$ cat config.mk
export PLATFORM = sky130hd
export DESIGN_NAME = irq_agg
export DESIGN_NICKNAME = d
export VERILOG_FILES = /design/src/rtl/irq_agg_pkg.sv /design/src/rtl/irq_agg_ctrl.sv /design/src/rtl/irq_agg_dp.sv /design/src/rtl/irq_agg.sv
export SDC_FILE = /design/constraint.sdc
export NUM_CORES = 1
export LEC_CHECK = 0
export BUFFER_PORTS_ARGS = -buffer_cell sky130_fd_sc_hd__buf_2
export CORE_AREA = 2 2 136 138
export DETAILED_ROUTE_END_ITERATION = 8
export DIE_AREA = 0 0 138 140
export PLACE_DENSITY = 0.51
export REMOVE_ABC_BUFFERS = 1
export SETUP_SLACK_MARGIN = 0.3
export SYNTH_ARGS = -nofsm -noshare
export SYNTH_HDL_FRONTEND = slang
export SYNTH_HIERARCHICAL = 1
export SYNTH_SLANG_ARGS = --single-unit
$ cat constraint.sdc
create_clock -name clk -period 1.4 [get_ports clk]
set_input_delay 0.07 -clock clk [delete_from_list [all_inputs] [get_ports clk]]
set_output_delay 0.07 -clock clk [all_outputs]
set_load 0.005 [all_outputs]
$ cat src/rtl/irq_agg_pkg.sv
package irq_agg_pkg;
  localparam int IDX_W = 4;
  localparam int ADDR_W = IDX_W + 2;

  typedef enum logic [1:0] {
    RG_STAT = 2'd0,
    RG_EN   = 2'd1,
    RG_CNT  = 2'd2,
    RG_CFG  = 2'd3
  } regionT;

  typedef struct packed {
    logic             statRd;
    logic             enWr;
    logic             cfgWr;
    logic             rdCap;
    regionT           region;
    logic [IDX_W-1:0] idx;
  } strobeT;
endpackage

$ cat src/rtl/irq_agg_ctrl.sv
module irq_agg_ctrl
  import irq_agg_pkg::*;
#(
  parameter int STAT_WORDS = 2
) (
  input  logic              clk,
  input  logic              rstN,
  input  logic              rdEn,
  input  logic              wrEn,
  input  logic [ADDR_W-1:0] addr,
  input  logic              hitAny,
  input  logic              autoClr,
  output strobeT            strobe,
  output logic              irq
);
  localparam logic [IDX_W:0] SW_LIM = (IDX_W+1)'(STAT_WORDS);

  logic                  armed;
  logic [STAT_WORDS-1:0] seenVec;
  logic [STAT_WORDS-1:0] seenHit;
  logic                  fire;

  always_comb begin
    strobe.region = regionT'(addr[ADDR_W-1:IDX_W]);
    strobe.idx    = addr[IDX_W-1:0];
    strobe.rdCap  = rdEn;
    strobe.statRd = rdEn && (strobe.region == RG_STAT) && ({1'b0, strobe.idx} < SW_LIM);
    strobe.enWr   = wrEn && (strobe.region == RG_EN);
    strobe.cfgWr  = wrEn && (strobe.region == RG_CFG) && (strobe.idx == '0);
  end

  always_comb begin
    for (int w = 0; w < STAT_WORDS; w++)
      seenHit[w] = strobe.statRd && (strobe.idx == IDX_W'(w));
  end

  assign fire = armed && hitAny;

  always_ff @(posedge clk or negedge rstN) begin
    if (!rstN) begin
      armed   <= 1'b1;
      seenVec <= '0;
      irq     <= 1'b0;
    end else if (fire) begin
      irq     <= 1'b1;
      armed   <= 1'b0;
      seenVec <= '0;
    end else begin
      seenVec <= seenVec | seenHit;
      if (!armed && (&seenVec)) armed <= 1'b1;
      if (irq && (strobe.statRd || autoClr)) irq <= 1'b0;
    end
  end

  // a disarmed block cannot raise the request on the next edge
  assert_no_refire_R7: assert property (@(posedge clk) disable iff (!rstN)
    !armed |=> !$rose(irq));

  // a rising request always has an enabled pending cause
  assert_irq_cause_R5: assert property (@(posedge clk) disable iff (!rstN)
    $rose(irq) |-> $past(hitAny));

  // auto-clear keeps the request to a single cycle
  assert_autoclr_pulse_R8: assert property (@(posedge clk) disable iff (!rstN)
    (irq && autoClr) |=> !irq);

  // a status read drops the request
  assert_read_drops_R6: assert property (@(posedge clk) disable iff (!rstN)
    (irq && strobe.statRd) |=> !irq);
endmodule

$ cat src/rtl/irq_agg_dp.sv
module irq_agg_dp
  import irq_agg_pkg::*;
#(
  parameter int RING_CNT   = 12,
  parameter int STAT_WORDS = 2,
  parameter int EN_WORDS   = 1
) (
  input  logic                clk,
  input  logic                rstN,
  input  strobeT              strobe,
  input  logic [31:0]         wrData,
  input  logic [RING_CNT-1:0] evtTx,
  input  logic [RING_CNT-1:0] evtRx,
  input  logic [RING_CNT-1:0] evtOvf,
  output logic [31:0]         rdData,
  output logic                hitAny,
  output logic                autoClr
);
  localparam int SB = STAT_WORDS * 32;
  localparam int EB = EN_WORDS * 32;
  localparam logic [10:0] CNT11 = 11'(RING_CNT);

  function automatic logic [EB-1:0] lowOnes(input int n);
    logic [EB-1:0] v;
    v = '0;
    for (int i = 0; i < EB; i++) if (i < n) v[i] = 1'b1;
    return v;
  endfunction

  localparam logic [EB-1:0] EN_VALID = lowOnes(2 * RING_CNT);

  logic [SB-1:0] pend;
  logic [SB-1:0] newEvt;
  logic [SB-1:0] clrMask;
  logic [EB-1:0] enReg;
  logic [31:0]   rdNext;

  always_comb begin
    newEvt = '0;
    newEvt[RING_CNT-1:0]            = evtTx;
    newEvt[2*RING_CNT-1:RING_CNT]   = evtRx;
    newEvt[3*RING_CNT-1:2*RING_CNT] = evtOvf;
  end

  for (genvar w = 0; w < STAT_WORDS; w++) begin : gClr
    assign clrMask[w*32 +: 32] = {32{strobe.statRd && (strobe.idx == IDX_W'(w))}};
  end

  always_ff @(posedge clk or negedge rstN) begin
    if (!rstN) pend <= '0;
    else       pend <= (pend & ~clrMask) | newEvt;
  end

  for (genvar w = 0; w < EN_WORDS; w++) begin : gEn
    always_ff @(posedge clk or negedge rstN) begin
      if (!rstN)
        enReg[w*32 +: 32] <= '0;
      else if (strobe.enWr && (strobe.idx == IDX_W'(w)))
        enReg[w*32 +: 32] <= wrData & EN_VALID[w*32 +: 32];
    end
  end

  always_ff @(posedge clk or negedge rstN) begin
    if (!rstN)             autoClr <= 1'b0;
    else if (strobe.cfgWr) autoClr <= wrData[2];
  end

  assign hitAny = |(pend[RING_CNT-1:0] & enReg[2*RING_CNT-1:RING_CNT])
                | |(pend[2*RING_CNT-1:RING_CNT] & enReg[RING_CNT-1:0])
                | |(pend[3*RING_CNT-1:2*RING_CNT] & enReg[RING_CNT-1:0]);

  always_comb begin
    rdNext = '0;
    unique case (strobe.region)
      RG_STAT: for (int w = 0; w < STAT_WORDS; w++)
                 if (strobe.idx == IDX_W'(w)) rdNext = pend[w*32 +: 32];
      RG_EN:   for (int w = 0; w < EN_WORDS; w++)
                 if (strobe.idx == IDX_W'(w)) rdNext = enReg[w*32 +: 32];
      RG_CNT:  if (strobe.idx == '0) rdNext = {21'b0, CNT11};
      RG_CFG:  if (strobe.idx == '0) rdNext = {29'b0, autoClr, 2'b0};
      default: rdNext = '0;
    endcase
  end

  always_ff @(posedge clk or negedge rstN) begin
    if (!rstN)             rdData <= '0;
    else if (strobe.rdCap) rdData <= rdNext;
  end

  // an arriving event is pending after the edge, whatever the read did
  assert_set_wins_R3: assert property (@(posedge clk) disable iff (!rstN)
    (|newEvt) |=> ((pend & $past(newEvt)) == $past(newEvt)));

  // a status read with no concurrent events leaves its word empty
  assert_read_clears_R2: assert property (@(posedge clk) disable iff (!rstN)
    (strobe.statRd && (newEvt == '0)) |=> ((pend & $past(clrMask)) == '0));
endmodule

$ cat src/rtl/irq_agg.sv
module irq_agg
  import irq_agg_pkg::*;
#(
  parameter int RING_CNT = 12
) (
  input  logic                clk,
  input  logic                rstN,
  input  logic                rdEn,
  input  logic                wrEn,
  input  logic [5:0]          addr,
  input  logic [31:0]         wrData,
  output logic [31:0]         rdData,
  input  logic [RING_CNT-1:0] evtTx,
  input  logic [RING_CNT-1:0] evtRx,
  input  logic [RING_CNT-1:0] evtOvf,
  output logic                irq
);
  localparam int STAT_WORDS = (31 + 3 * RING_CNT) / 32;
  localparam int EN_WORDS   = (31 + 2 * RING_CNT) / 32;

  strobeT strobe;
  logic   hitAny;
  logic   autoClr;

  irq_agg_ctrl #(.STAT_WORDS(STAT_WORDS)) uCtrl (
    .clk(clk), .rstN(rstN), .rdEn(rdEn), .wrEn(wrEn), .addr(addr),
    .hitAny(hitAny), .autoClr(autoClr), .strobe(strobe), .irq(irq)
  );

  irq_agg_dp #(.RING_CNT(RING_CNT), .STAT_WORDS(STAT_WORDS), .EN_WORDS(EN_WORDS)) uDp (
    .clk(clk), .rstN(rstN), .strobe(strobe), .wrData(wrData),
    .evtTx(evtTx), .evtRx(evtRx), .evtOvf(evtOvf),
    .rdData(rdData), .hitAny(hitAny), .autoClr(autoClr)
  );
endmodule

==> out/qor.yml <==
sta:
  rsz0062_at_grt: "true"
  fin_ws_ps: -95.65
  drv_slew: 0
  post-route-period-util_pct: 106.8
  fin_crit_ps: 1496
  finalHoldViolCount: 0
  fmax_mhz: 668.6
  slew_headroom_pct: 73.76
  setup_viol: 4
  fin_skew_ps: 6.728
  tightestPinTransition_ps: 393.6
  tns_ps: -350.3
finish:
  final_nets: 712
  final_cell_mix: "dfrtp_1 (124), buf_2 (101), dlygate4sd3_1 (61)"
  fin_area_um2: 7599
  stdcell_count: 875
  antenna_cells: 0
  mostFrequentLayoutCell: "dfrtp_1"
  area_growth_syn_to_layout_pct: 50.06
  drive_gt1_share_pct: 36.84
worst_setup_path:
  crit_path_top_delay_cell: "dfrtp_1"
  crit_type: "reg -> reg"
  worstPathMaxFanout: 4
  path_buf_inv: 0
  cp-start-kind: "register"
  crit_top_cell: "nand4_1"
  required_ps: 1700
  cp.arrival_ps: 1790
  crit_family: "simple AND/OR/NAND/NOR gates"
  worstPathCellList: "a22oi_1, nand4_1, nor3_2, nand4_1, nand2_1, o21ai_1"
  end_kind: "register"
  max_stage_delay_ps: 400
power:
  powerDensity_nw_per_um2: 1272
  vdd_drop_max_mv: 0.8188
  cellLeakagePower_nw: 3.421
job:
  cap_violations: 0
place:
  io_buffers: 102
  gp_congestion: 0.8067
  dp_hpwl_um: 10420
  dpl_cell_area_um2: 6271
  dp_slack_ps: -176.6
  placed_cells: 782
floorplanning:
  core_um2: 17780
  die_w_um: 138
  ios: 111
  die_h_um: 140
  rows: 49
  dieArea_um2: 19320
  initial_core_util_pct: 28.48
grt:
  grt_pass1_wl_um: 24030
  grt_usage_pct: 16.30
  grt_max_degree: 47
  grt_overflow: 0
  antenna_found_initial: 0
  first_global_vias: 4302
clocking:
  tritoncts: "done"
  htree_num_levels: 4
  insertion_delay_ps: 410
  path_clk_slew_ps: 60
  clockRootBuffer: "clkbuf_16"
  ctsLongestPathBuffers: 2
  cts_buffers: 17
  cts.sinks: 125
logic_synthesis:
  synth_seq_area_share_pct: 61.80
  synth_cell_type_count: 34
  ys.flop_type: "dfrtp_1"
  yosys_register_bits: 125
  synth_area_um2: 5064
  synth_area_per_cell_um2: 12.14
  yosysWarnings: 6
  synth_edf_count: 0
  netlist_instances: 417
  synthArstFlopShare_pct: 100.0
drt:
  dr.pass1.iters: 7
  detail_route.wl_per_cell_um: 17.47
  routed-via-count: 4114
  first_iter_violations: 253
  drc_errors: 0
  vias_per_cell: 4.702
  drt_wl_total_um: 15290
  ant_nets: 0
min_path:
  hp-class: "in -> reg"
outcome:
  violations: "setup timing"
  status: "complete, but fails checks"
[metal layers]
layer | GRT usage [%] | part of all wire [%] | routed length (um) | vias up
met5 | 0 | 0 | 0 | -
met4 | 5.102 | 0.97 | 148 | 0
met3 | 3.966 | 4.6 | 707 | 11
met2 | 26.06 | 47 | 7245 | 107
met1 | 21.97 | 47 | 7185 | 2057
li1 | - | - | - | 1939
[cells in the mapped netlist, types with 2 or more instances]
| library cell | instances | area (um2) |
|---|---|---|
| mux2_2 | 24 | 270.3 |
| o22ai_1 | 8 | 50.05 |
| a22oi_1 | 43 | 322.8 |
| mux2i_1 | 2 | 20.02 |
| nor2_1 | 2 | 7.510 |
| and2_1 | 28 | 175.2 |
| o21ai_0 | 30 | 150.1 |
| nor3_1 | 2 | 10.01 |
| nand2_1 | 7 | 26.28 |
| o221ai_1 | 2 | 17.52 |
| nand3_1 | 2 | 10.01 |
| nand4_1 | 4 | 25.02 |
| a31oi_1 | 2 | 12.51 |
| nor2b_1 | 22 | 137.6 |
| buf_2 | 4 | 20.02 |
| clkbuf_1 | 19 | 71.32 |
| dfrtp_1 | 124 | 3103 |
| buf_4 | 7 | 52.55 |
| inv_1 | 11 | 41.29 |
| a21oi_1 | 25 | 125.1 |
| a21o_1 | 36 | 270.3 |
[registers in the layout (all words and copies together), names as in the netlist]
name	count
uDp/enReg	24
uDp/pend	64
uCtrl/armed	1
uCtrl/irq	1
uCtrl/seenVec	2
uDp/rdData	32
uDp/autoClr	1
[final timing paths]
kind | from | end | slack, ps | depth (start not counted)
worst max-delay path | uDp/enReg[3] | uCtrl/irq | -100 | 6
worst min-delay path | wrEn | uDp/autoClr | 90 | 3
worst max register to register | uDp/enReg[3] | uCtrl/irq | -100 | 6
worst min register to register | uDp/pend[44] | uDp/pend[44] | 480 | 1
max in group asynchronous | rstN | uCtrl/armed | 650 | 3
min in group asynchronous | rstN | uDp/pend[58] | 130 | 2
[timing repair]
action | CTS | global route
gates resized for setup | 15 | 2
setup buffers | 1 | 0
hold buffers | 61 | 0
endpoints found under the setup margin | 5 | 5
pin swaps | 9 | 4
endpoints found under the hold margin | 185 | 0
[cells by family after synthesis]
family / Yosys count / synth area share [%]
flip-flops: 125 / 61.80
AO/OA/AOI/OAI: 148 / 19.00
buffers and inverters: 41 / 3.657
AND/OR/NAND/NOR: 77 / 9.810
multiplexers: 26 / 5.733
[final cells by class]
| cell class | instances | area [um2] |
|---|---|---|
| tap | 229 | 286.5 |
| clock buffer | 18 | 439.2 |
| inverter | 11 | 41.29 |
| fill | 1691 | 10180 |
| multi-input combinational | 251 | 1807 |
| sequential | 125 | 3129 |
| timing repair buffer | 228 | 1682 |
| clock inverter | 13 | 214.0 |
[metrics by stage]
step	hold slack (ps)	total power (W)	utilization [%]
floorplan	-225.6	0.004180	-
global placement	8.303	0.004690	35.27
detailed placement	3.751	0.004706	35.27
CTS	64.23	0.009763	42.69
global route	114.4	0.01003	42.74
finish	88.49	0.009664	42.74
[worst register-to-register path: cells and delay by family, from the launching register on]
family          cells  cell delay, ps
compound gates      2             250
flops               1             400
simple gates        4             710
[power by group]
group	internal [W]	total, W	switching [W]
clock network	0.00321	0.00485	0.00164
registers	0.00377	0.00389	0.000125
logic	0.000503	0.000920	0.000418
Note: power is estimated with default switching activity, not from simulation.
